<file path="src/rtl/cyc_cmp_pkg.sv">
package cyc_cmp_pkg;
  localparam int CFG_W      = 18;
  localparam int SHADOW_BIT = 17;
  localparam int WRAP_BIT   = 0;
  localparam int MAX_CMP    = 16;
  localparam int ADDR_CFG   = 0;
  localparam int ADDR_STS   = 1;
  localparam int VAL_BASE   = 2;
  localparam int VAL_W      = 64;
  localparam int WORD_W     = 32;
endpackage

</file>
<file path="src/rtl/cyc_cmp_slot.sv">
module cyc_cmp_slot
  import cyc_cmp_pkg::*;
(
  input  logic              clk,
  input  logic              rst,
  input  logic [VAL_W-1:0]  cnt_i,
  input  logic              en,
  input  logic              wr_lo,
  input  logic              wr_hi,
  input  logic [WORD_W-1:0] wr_data,
  input  logic              shadow_on,
  input  logic              load_shd,
  output logic [VAL_W-1:0]  act_q,
  output logic              hit
);
  logic [VAL_W-1:0] shd_q;

  // holding copy always tracks the written value
  always_ff @(posedge clk) begin
    if (rst) begin
      shd_q <= '0;
    end else begin
      if (wr_lo) shd_q[WORD_W-1:0]     <= wr_data;
      if (wr_hi) shd_q[VAL_W-1:WORD_W] <= wr_data;
    end
  end

  // active value: direct writes, or transfer at the wrap in shadow mode
  always_ff @(posedge clk) begin
    if (rst) begin
      act_q <= '0;
    end else if (!shadow_on) begin
      if (wr_lo) act_q[WORD_W-1:0]     <= wr_data;
      if (wr_hi) act_q[VAL_W-1:WORD_W] <= wr_data;
    end else if (load_shd) begin
      act_q <= shd_q;
    end
  end

  assign hit = en && (act_q == cnt_i);
endmodule

</file>
<file path="src/rtl/cyc_cmp_sticky.sv">
module cyc_cmp_sticky #(
  parameter int N = 4
) (
  input  logic         clk,
  input  logic         rst,
  input  logic [N-1:0] set_i,
  input  logic [N-1:0] clr_i,
  output logic [N-1:0] sts_q
);
  // a set in the same cycle as a clear wins
  always_ff @(posedge clk) begin
    if (rst) sts_q <= '0;
    else     sts_q <= (sts_q & ~clr_i) | set_i;
  end
endmodule

</file>
<file path="src/rtl/cyc_cmp_bank.sv">
module cyc_cmp_bank
  import cyc_cmp_pkg::*;
#(
  parameter int N  = 4,
  parameter int AW = $clog2(2 * N + 2)
) (
  input  logic              clk,
  input  logic              rst,
  input  logic [63:0]       cnt_i,
  input  logic              wr_en,
  input  logic [AW-1:0]     wr_addr,
  input  logic [31:0]       wr_data,
  input  logic [AW-1:0]     rd_addr,
  output logic [31:0]       rd_data,
  output logic [N-1:0]      match_o,
  output logic              cnt_clr_o
);
  localparam int CFG_MASK_I = (1 << SHADOW_BIT) | ((1 << (N + 1)) - 1);
  localparam logic [CFG_W-1:0] CFG_MASK = CFG_W'(CFG_MASK_I);

  logic [CFG_W-1:0] cfg_q;
  logic [N-1:0]     sts_q;
  logic [N-1:0]     hit_vec;
  logic [N-1:0]     sts_clr;
  logic [VAL_W-1:0] act_arr [N];
  logic [31:0]      rd_next;
  logic             shadow_on;
  logic             wrap;

  assign shadow_on = cfg_q[SHADOW_BIT];
  assign wrap      = cfg_q[WRAP_BIT] && hit_vec[0];
  assign cnt_clr_o = wrap;

  always_ff @(posedge clk) begin
    if (rst) begin
      cfg_q <= '0;
    end else if (wr_en && wr_addr == AW'(ADDR_CFG)) begin
      cfg_q <= wr_data[CFG_W-1:0] & CFG_MASK;
    end
  end

  for (genvar g = 0; g < N; g++) begin : g_slot
    cyc_cmp_slot u_slot (
      .clk      (clk),
      .rst      (rst),
      .cnt_i    (cnt_i),
      .en       (cfg_q[g+1]),
      .wr_lo    (wr_en && wr_addr == AW'(VAL_BASE + 2 * g)),
      .wr_hi    (wr_en && wr_addr == AW'(VAL_BASE + 2 * g + 1)),
      .wr_data  (wr_data),
      .shadow_on(shadow_on),
      .load_shd (wrap),
      .act_q    (act_arr[g]),
      .hit      (hit_vec[g])
    );
  end

  assign sts_clr = (wr_en && wr_addr == AW'(ADDR_STS)) ? wr_data[N-1:0] : '0;

  cyc_cmp_sticky #(.N(N)) u_sticky (
    .clk  (clk),
    .rst  (rst),
    .set_i(hit_vec),
    .clr_i(sts_clr),
    .sts_q(sts_q)
  );

  always_ff @(posedge clk) begin
    if (rst) match_o <= '0;
    else     match_o <= hit_vec;
  end

  always_comb begin
    rd_next = '0;
    if (rd_addr == AW'(ADDR_CFG)) rd_next = 32'(cfg_q);
    if (rd_addr == AW'(ADDR_STS)) rd_next = 32'(sts_q);
    for (int n = 0; n < N; n++) begin
      if (rd_addr == AW'(VAL_BASE + 2 * n))     rd_next = act_arr[n][31:0];
      if (rd_addr == AW'(VAL_BASE + 2 * n + 1)) rd_next = act_arr[n][63:32];
    end
  end

  always_ff @(posedge clk) begin
    if (rst) rd_data <= '0;
    else     rd_data <= rd_next;
  end
endmodule

</file>
<file path="config.mk">
export PLATFORM = sky130hd
export DESIGN_NAME = cyc_cmp_bank
export DESIGN_NICKNAME = d
export VERILOG_FILES = /design/src/rtl/cyc_cmp_pkg.sv /design/src/rtl/cyc_cmp_slot.sv /design/src/rtl/cyc_cmp_sticky.sv /design/src/rtl/cyc_cmp_bank.sv
export SDC_FILE = /design/constraint.sdc
export NUM_CORES = 1
export LEC_CHECK = 0
export ABC_CLOCK_PERIOD_IN_PS = 4600
export BUFFER_PORTS_ARGS = -buffer_cell sky130_fd_sc_hd__buf_2
export CAP_MARGIN = 20
export CORE_ASPECT_RATIO = 1.5
export CORE_MARGIN = 2
export CORE_UTILIZATION = 50
export CTS_CLUSTER_SIZE = 30
export DETAILED_ROUTE_END_ITERATION = 6
export PLACE_DENSITY = 0.78
export RECOVER_POWER = 100
export SYNTH_ARGS = -nofsm -noshare
export SYNTH_HDL_FRONTEND = slang
export SYNTH_HIERARCHICAL = 1
export SYNTH_SLANG_ARGS = --single-unit
</file>
<file path="constraint.sdc">
create_clock -name clk -period 4.6 [get_ports clk]
set_input_delay 0.92 -clock clk [delete_from_list [all_inputs] [get_ports clk]]
set_output_delay 0.92 -clock clk [all_outputs]
set_load 0.02 [all_outputs]
</file>
Word level (Yosys, flattened, before mapping)
Index checks and enable logic that the tools add are counted.
Widths: inputs -> output; s select.
{ "op_classes": {"mux": 27, "n_eq_ne": 23, "n_bitwise": 3, "n_reduce_logical": 33} }
{ "op_table": {"columns": ["op", "n"], "rows": [
  ["$mux 32", 17],
  ["$mux 64", 8],
  ["$eq 64x64->1", 4],
  ["$eq 4x3->1 const B", 8],
  ["$mux 18", 1],
  ["$eq 4x2->1 const B", 4],
  ["$eq 4x4->1 const B", 4],
  ["$reduce_and 2->1", 8],
  ["$reduce_bool 2->1", 8],
  ["$logic_and 1x1->1", 15],
  ["$eq 4x1->1 const B", 2],
  ["$logic_not 4->1", 2],
  ["$and 4x4->4", 1],
  ["$mux 4", 1],
  ["$not 4->4", 1],
  ["$or 4x4->4", 1],
  ["$ne 2x2->1 const B", 1]
]} }
{ "totals": {"out_inout_bits": 37, "register_bits": 558, "wordCells": 106} }

Logic depth before layout (Yosys ltp)
Gate-level depths: netlist of run 1.
{ "depth": {"word_depth": 11, "depth_mapped": 11, "ltp_nobuf": 10} }

Hierarchy
Netlist of run 1, hierarchy kept.
{ "by_module_without_submodules": {"columns": ["module", "area_per_inst_um2", "n_inst", "cells_per_inst", "seq_area_each_um2"], "rows": [
  ["cyc_cmp_slot", 5729.2, 4, 639, 2562.5],
  ["cyc_cmp_bank", 4017.6, 1, 488, 840.8],
  ["cyc_cmp_sticky", 140.1, 1, 16, 80.1]
]} }

Least setup slack after synthesis of run 1
OpenSTA, ideal clock, no wires.
{ "synth_timing": {"kind": "input-to-output", "startpoint": "in cnt_i[51]", "endpoint": "out cnt_clr_o", "n_path_buf": 0, "required_time_ps": 3680, "t_arrival_ps": 2234, "cell_stages": 6, "path_slack_ps": 1446, "cell_sequence": "nand2b_1 o2111ai_1 a2111oi_2 nand4b_1 nor4_2 and2_1"} }
{ "synth_via": {"elab_chain_cells": 3} }
{ "synth_lines": {"columns": ["item", "line", "source"], "rows": [
  ["start: declaration", "cyc_cmp_bank.sv:9", "input logic [63:0] cnt_i,"],
  ["$eq 64x64->1", "cyc_cmp_slot.sv:40", "assign hit = en && (act_q == cnt_i);"],
  ["$logic_and 1x1->1", "cyc_cmp_slot.sv:40", null],
  ["via hit_vec[0]", "cyc_cmp_bank.sv:23", "logic [N-1:0] hit_vec;"],
  ["$logic_and 1x1->1", "cyc_cmp_bank.sv:31", "assign wrap = cfg_q[WRAP_BIT] && hit_vec[0];"],
  ["end: declaration", "cyc_cmp_bank.sv:16", "output logic cnt_clr_o"]
]} }
The timed path passes the listed nets, and every way through them passes these cells.

Worst setup path in the final report of run 1
{ "layout_timing": {"startpoint": "in cnt_i[24]", "endpoint": "out cnt_clr_o"} }
The elaborated chain is that of the path after synthesis.

==> flow_metrics.tcl, run 1 <==
set metrics [dict create \
    clk_pin_slew_ps 70 \
    area_growth_syn_to_layout_pct 8.72 \
    htree_levels 2 \
    synth.area.top_cells "dfxtp_1, mux2i_1, a211oi_1, nor2_1, a21oi_1" \
    layout-drive-gt1-share 0.0795 \
    syn-num-nets 3167 \
    grt_pass1_wl_mm 145 \
    core_region_area_sq_um 53600 \
    startpoint "cnt_i[24]" \
    grt-ovfl-total 0 \
    relSlewSlack -1.52 \
    fin_worst_skew_ps 27.0 \
    ir_worst_vdd_uv 346 \
    max_clock_freq_ghz 0.218 \
    io_pins 144 \
    vias 24100 \
    syn_area_sq_um 27100 \
    final_antenna_net_count 0 \
    timing.final.crit_period_ps 4580 \
    synth.distinct_cells 69 \
    drt-wirelength-per-cell_um 26.5 \
    hold_viol_final 0 \
    start_util 0.505 \
    ys.flop_type "dfxtp_1" \
    crit_type "in2out" \
    first_pass_iters 7 \
    clk_latency_ps 600 \
    endpoint_kind "output port" \
    p_per_area_nw_per_um2 349 \
    avgSynthCellArea_sq_um 8.85 \
    cp_common_cell "clkbuf_1" \
    hp-start "u_sticky/sts_q[1]$_SDFF_PP0_" \
    setup_violations 0 \
    fillCellCount 4928 \
    status "finished, violations left" \
    swShare 0.262 \
    synth_cells 3060 \
    async_flop_share 0 \
    cts_tree "built" \
    die_w_um 194 \
    max_cap_violations 11 \
    ys_seq_area_frac 0.413 \
    p_leak_nw 10.1 \
    worstMarginPinSlew_ps 3790 \
    rows 104 \
    synth_edf_count 0 \
    p_seq_frac 0.490 \
    violations "design-rule violations, max-capacitance violations, max-slew violations" \
    yosysWarnings 6 \
    finalCoreUtilization 0.549 \
    viasPerCell 6.32 \
    intPower_w 0.00758 \
    ys_ff_latch 558 \
    hpwl_mm 70.6 \
    clockRootBuffer "clkbuf_16" \
    fin_nets 3175 \
    die_height_um 289 \
    grt_pass1_vias 22300 \
    cts-buffers-inserted 50 \
    combPwrFrac 0.101 \
    r2r-start "g_slot[0].u_slot/act_q[24]$_SDFFE_PP0P_" \
    worstPathRequired_ps 3680 \
    finalSetupTns_ps 0 \
    grt_start_max_net_pins 171 \
    synth.largest_area_cell "dfxtp_1" \
    slew_violations 330 \
    clock_sinks 558 \
    remaining_drc_errors 5 \
    dieArea_sq_um 56100 \
    arrival_ps 3660 \
    clk_path_buf_depth 3 \
    power_frac_clock 0.409 \
    grt_usage 0.346 \
    hp-class "reg2reg" \
    io_buffers 143 \
    yosys.area.top_type_share 0.413 \
    drtIter0Drc 2633 \
    post-cts-setup-buffer-count 0 \
    antenna_found_initial 23 \
    cpPeakStageDelay_ps 940 \
    grt_setup_unrepaired "false" \
    crit_slowest_cell "nor4_1" \
    crit_chain "clkbuf_1 > xor2_1 > nor4_1 > nand4_1 > nor4_2 > and2_1 > clkbuf_1" \
    crit_fanout 5 \
    finalWirelength_mm 101 \
    switching_power_w 0.00269 \
    cp-start-kind "input port" \
    final.period_utilization 0.996 \
    gp_congestion 1.05 \
]
-- layer usage --
layer	global-route usage	wire (um)	up-vias	part of all wire
met5	0	100	-	0.00099
met4	0.273	9390	14	0.093
met3	0.0645	8420	440	0.083
met2	0.562	46100	1336	0.46
met1	0.402	37000	11400	0.37
li1	-	-	10900	-
-- cell usage after synthesis, types with 36 or more instances --
| library cell | number |
|---|---|
| a21oi_1 | 311 |
| xnor2_1 | 80 |
| buf_2 | 99 |
| nand2b_1 | 37 |
| a211oi_1 | 283 |
| xor2_1 | 100 |
| nor4_1 | 36 |
| mux2i_1 | 314 |
| buf_4 | 39 |
| dfxtp_1 | 558 |
| nor2_1 | 556 |
| inv_1 | 83 |
| nor2b_1 | 141 |
| clkbuf_1 | 75 |
-- layout by cell type (no fill, tap or decap), drive strengths merged, types with 10 or more instances in the layout --
| cell | n |
|---|---|
| nand3 | 10 |
| a21oi | 311 |
| mux2i | 314 |
| nand4 | 24 |
| a211oi | 283 |
| nor4 | 40 |
| inv | 93 |
| diode | 12 |
| nor2 | 557 |
| xor2 | 100 |
| dfxtp | 558 |
| nor3 | 11 |
| o21ai | 43 |
| o2bb2ai | 12 |
| o221ai | 24 |
| nand2 | 18 |
| nand2b | 37 |
| o22ai | 31 |
| xnor2 | 80 |
| nor4bb | 20 |
| clkbuf | 138 |
| buf | 131 |
| a2111o | 20 |
| nor2b | 141 |
-- metrics by stage --
step	total power, W	worst slack, ps	instances	instance area, sq um	hold slack (ps)
after floorplan	0.00573	1450	3060	27100	440
after global placement	0.00613	115	3705	28100	453
after detailed placement	0.00614	63.6	3705	28100	469
after CTS	0.0103	124	3796	29700	478
after global routing	0.0105	94.2	3805	29400	507
final	0.0103	17.1	3808	29400	491
-- state kept, by name (all words and copies together) (netlist names) --
name,count
u_sticky/sts_q,4
match_o,4
g_slot.u_slot/act_q,256
rd_data,32
g_slot.u_slot/shd_q,256
cfg_q,6
-- power by group through the flow --
stage | sequential, W | combinational [W] | clock, W
after detailed placement | 0.00513 | 0.00101 | 0
after CTS | 0.00502 | 0.00101 | 0.00423
after global routing | 0.00503 | 0.00110 | 0.00440
final | 0.00503 | 0.00104 | 0.00420
after global placement | 0.00513 | 0.000998 | 0
after floorplan | 0.00510 | 0.000632 | 0
-- area by class of cell --
type                    instances  area, sq um  area share
flip-flops and latches        558        11200       0.380
clock inverters                14          161     0.00548
inverters                      92          345      0.0117
well taps                     689          862      0.0293
repair buffers                193         1140      0.0386
diodes                         12         30.0     0.00102
multi-input cells            2173        14300       0.485
clock buffers                  77         1450      0.0494
-- cell families after synthesis --
logic type             Yosys count  synth area share
AO/OA/AOI/OAI                  781             0.193
buffers and inverters          329            0.0577
multiplexers                   320             0.119
XOR/XNOR                       180            0.0582
AND/OR/NAND/NOR                892             0.159
flip-flops                     558             0.413
-- worst paths after layout --
check / slack, ps / cells after the start / endpoint
worst max-delay path: 20 / 7 / cnt_clr_o
worst max register to register: 210 / 10 / g_slot[1].u_slot/act_q[31]$_SDFFE_PP0P_
worst min register to register: 490 / 2 / u_sticky/sts_q[1]$_SDFF_PP0_
worst min-delay path: 490 / 2 / u_sticky/sts_q[1]$_SDFF_PP0_
-- repair_timing --
action / 4_1_cts / 5_1_grt
gates resized for setup: 0 / 1
hold buffers: 0 / 0
endpoints found under the setup margin: 0 / 1
-- worst max-delay path: cells and delay by family --
kind | cells | cell delay (ps)
buffers and inverters | 2 | 500
and+or+nand+nor | 4 | 2130
xor gates and xnor gates | 1 | 110
Note: power is estimated with default switching activity, not from simulation.
==> run 2, diff against run 1 <==
--- a/config.mk
+++ b/config.mk
@@ -5,6 +5,7 @@
 export SDC_FILE = /design/constraint.sdc
 export NUM_CORES = 1
 export LEC_CHECK = 0
+export ABC_AREA = 1
 export ABC_CLOCK_PERIOD_IN_PS = 4600
 export BUFFER_PORTS_ARGS = -buffer_cell sky130_fd_sc_hd__buf_2
 export CAP_MARGIN = 20
@@ -13,6 +14,7 @@
 export CORE_UTILIZATION = 50
 export CTS_CLUSTER_SIZE = 30
 export DETAILED_ROUTE_END_ITERATION = 6
+export MAX_ROUTING_LAYER = met4
 export PLACE_DENSITY = 0.78
 export RECOVER_POWER = 100
 export SYNTH_ARGS = -nofsm -noshare
==> run 2 against run 1 <==
  * Register-to-register slack better by 590 ps
  * Setup slack better by 430 ps
  * Area after synthesis is 3.0% higher
  * The run still ends with design-rule violations, max-capacitance violations, max-slew violations left
  * Combinational power hardly changed
  * Clock skew is 8.6 ps higher
  * Non-clock buffer count is 14 higher
  * Via count is 19% higher
  * Utilization is 0.44 points higher
  * Sequential share of layout area is 1.5 points lower
  * Critical endpoint unchanged
  * Sequential cell count stayed put
  * Largest power group unchanged
==> flow_metrics.tcl, run 2 <==
set metrics [dict create \
    final_cell_mix "nand2_1, dfxtp_1, nor2_1, inv_1, a21oi_1" \
    power_frac_clock 0.446 \
    combPwrFrac 0.093 \
    slew_violations 709 \
    area_growth_syn_to_layout_pct 10.0 \
    synth.largest_area_cell "dfxtp_1" \
    timing.final.crit_period_ps 4160 \
    endpoint_kind "output port" \
    synth_adder_area_share 0 \
    cts_hold_buf 0 \
    synth.area.top_cells "dfxtp_1, nand2_1, nor2_1, inv_1, a311oi_2" \
    hpwl_mm 93.0 \
    cpPeakStageDelay_ps 470 \
    synth_cells 4018 \
    yosys.area.top_type_share 0.401 \
    intPower_w 0.00796 \
    clockRootBuffer "clkbuf_16" \
    htree_levels 2 \
    yosysWarnings 6 \
    grt_usage 0.454 \
    p_per_area_nw_per_um2 354 \
    final_antenna_net_count 0 \
    worstPathRequired_ps 3680 \
    fin_nets 4158 \
    ys_ff_latch 558 \
    max_cap_violations 14 \
    grt-ovfl-total 0 \
    drt-wirelength-per-cell_um 26.8 \
    path_buf_inv 3 \
    p_seq_frac 0.461 \
    fin_worst_skew_ps 35.6 \
    avgSynthCellArea_sq_um 6.94 \
    async_flop_share 0 \
    setup_violations 0 \
    die_w_um 197 \
    io_pins 144 \
    finalWirelength_mm 129 \
    syn-num-nets 4125 \
    final_common_cell "nand2_1" \
    synth_top_family_by_area "simple AND/OR/NAND/NOR gates" \
    grt_pass1_wl_mm 182 \
    core_region_area_sq_um 55400 \
    p_leak_nw 11.7 \
    worstMarginPinSlew_ps 3160 \
    synth_common_cells "nand2_1, dfxtp_1, nor2_1" \
    cts-buffers-inserted 54 \
    crit_slowest_cell "clkbuf_1" \
    syn_area_sq_um 27900 \
    switching_power_w 0.00289 \
    reg_top3 "g_slot.u_slot/act_q: 256 flops, g_slot.u_slot/shd_q: 256 flops, rd_data: 32 flops" \
    clk_latency_ps 630 \
    finalCoreUtilization 0.553 \
    final.period_utilization 0.904 \
    hold_viol_final 0 \
    grt_setup_unrepaired "false" \
    path_delay_family "simple AND/OR/NAND/NOR gates" \
    start_util 0.503 \
    synth.distinct_cells 30 \
    crit_type "in2out" \
    fillCellCount 5526 \
    cp-start-kind "input port" \
    finalSetupTns_ps 0 \
    clock_sinks 558 \
    antenna_found_initial 28 \
    synth_compound_gate_area_share 0.202 \
    clk_path_buf_depth 3 \
    rows 106 \
    fin_ws_ps 442 \
    post-cts-setup-buffer-count 0 \
    grt_start_max_net_pins 185 \
    viasPerCell 5.95 \
    max_clock_freq_ghz 0.241 \
    ys_seq_area_frac 0.401 \
    yosysMostFrequentCell "nand2_1" \
    first_pass_iters 7 \
    swShare 0.267 \
    crit_fanout 5 \
    arrival_ps 3240 \
    synth_xor_area_frac 0.0289 \
    grt_pass1_vias 26500 \
    clk_pin_slew_ps 60 \
    relSlewSlack -1.11 \
    gp_congestion 1.11 \
    synthSimpleGateAreaFrac 0.261 \
    ys.flop_type "dfxtp_1" \
    ir_worst_vdd_uv 301 \
    synth_mux_area_frac 0 \
    cts_resized 0 \
    io_buffers 143 \
    synth_edf_count 0 \
    cts_tree "built" \
    hp-class "reg2reg" \
    status "finished, violations left" \
    remaining_drc_errors 2 \
    vias 28700 \
    die_height_um 293 \
    violations "design-rule violations, max-capacitance violations, max-slew violations" \
    dp_slack_ps 831 \
    crit_chain "clkbuf_1 > xnor2_1 > nand2_1 > nor2_1 > nand2_1 > nor2_1 > nand3_1 > nor2_1 > nand2_1 > inv_1 > clkbuf_1" \
    dieArea_sq_um 57700 \
    layout-drive-gt1-share 0.0858 \
    drtIter0Drc 3522 \
]
-- run 2: cell count changes after synthesis, moves of 51 or more --
cell | previous run | this run
a311oi_1 | 1 | 72
o21ai_0 | 35 | 156
inv_1 | 83 | 476
nand2_1 | 13 | 1200
clkbuf_1 | 75 | 126
nor2b_1 | 141 | 0
nand3_1 | 9 | 80
a21oi_1 | 311 | 210
mux2i_1 | 314 | 0
a211oi_1 | 283 | 180
xor2_1 | 100 | 16
a311oi_2 | 0 | 92
-- run 2: power groups by stage --
stage / sequential [W] / clock, W / combinational [W]
floorplan: 0.00508 / 0 / 0.000536
global placement: 0.00511 / 0 / 0.000974
detailed placement: 0.00511 / 0 / 0.000977
CTS: 0.00500 / 0.00484 / 0.000983
global route: 0.00501 / 0.00501 / 0.00106
finish: 0.00500 / 0.00483 / 0.00101
-- run 2: worst paths after layout --
| path | from | end | slack, ps | cells past startpoint |
|---|---|---|---|---|
| worst max-delay path | cnt_i[58] | cnt_clr_o | 440 | 11 |
| worst min-delay path | g_slot[1].u_slot/shd_q[53]$_SDFFE_PP0P_ | g_slot[1].u_slot/shd_q[53]$_SDFFE_PP0P_ | 460 | 2 |
| worst max register to register | g_slot[0].u_slot/act_q[45]$_SDFFE_PP0P_ | g_slot[0].u_slot/act_q[37]$_SDFFE_PP0P_ | 800 | 17 |
| worst min register to register | g_slot[1].u_slot/shd_q[53]$_SDFFE_PP0P_ | g_slot[1].u_slot/shd_q[53]$_SDFFE_PP0P_ | 460 | 2 |
-- run 2: worst register-to-register path: cells and delay by family (launching register included) --
| family | cells | cell delay (ps) |
|---|---|---|
| DFF | 1 | 510 |
| buffers and inverters | 4 | 1760 |
| and+or+nand+nor | 10 | 890 |
| AOI/OAI and AO/OA | 3 | 550 |
-- run 2: logic make-up after synthesis --
kind of cell,Yosys count
AO/OA/AOI/OAI,771
XOR/XNOR,92
buffers and inverters,730
flip-flops,558
AND/OR/NAND/NOR,1867
-- run 2: metrics by stage --
stage,cell area [sq um],hold slack (ps),power [W],cells
finish,30700,460,0.0109,4822
global route,30700,470,0.0111,4820
CTS,30900,457,0.0108,4794
detailed placement,29000,445,0.00609,4697
global placement,29000,445,0.00608,4696
floorplan,27900,433,0.00562,4018
-- run 2: per-layer routing --
layer / global-route usage / vias to the layer above / part of all wire
li1: - / 13100 / -
met1: 0.533 / 13200 / 0.36
met2: 0.666 / 1912 / 0.43
met3: 0.0921 / 513 / 0.11
met4: 0.381 / 0 / 0.10
met5: - / - / 0
-- run 2: final cells by class --
cell class / count / area [sq um] / share of cell area
sequential: 558 / 11200 / 0.364
tap: 702 / 878 / 0.0286
clock buffer: 74 / 1530 / 0.0498
inverter: 500 / 1890 / 0.0617
antenna: 28 / 70.1 / 0.00228
timing repair buffer: 207 / 1140 / 0.0371
multi-input combinational: 2730 / 13600 / 0.445
clock inverter: 23 / 354 / 0.0115
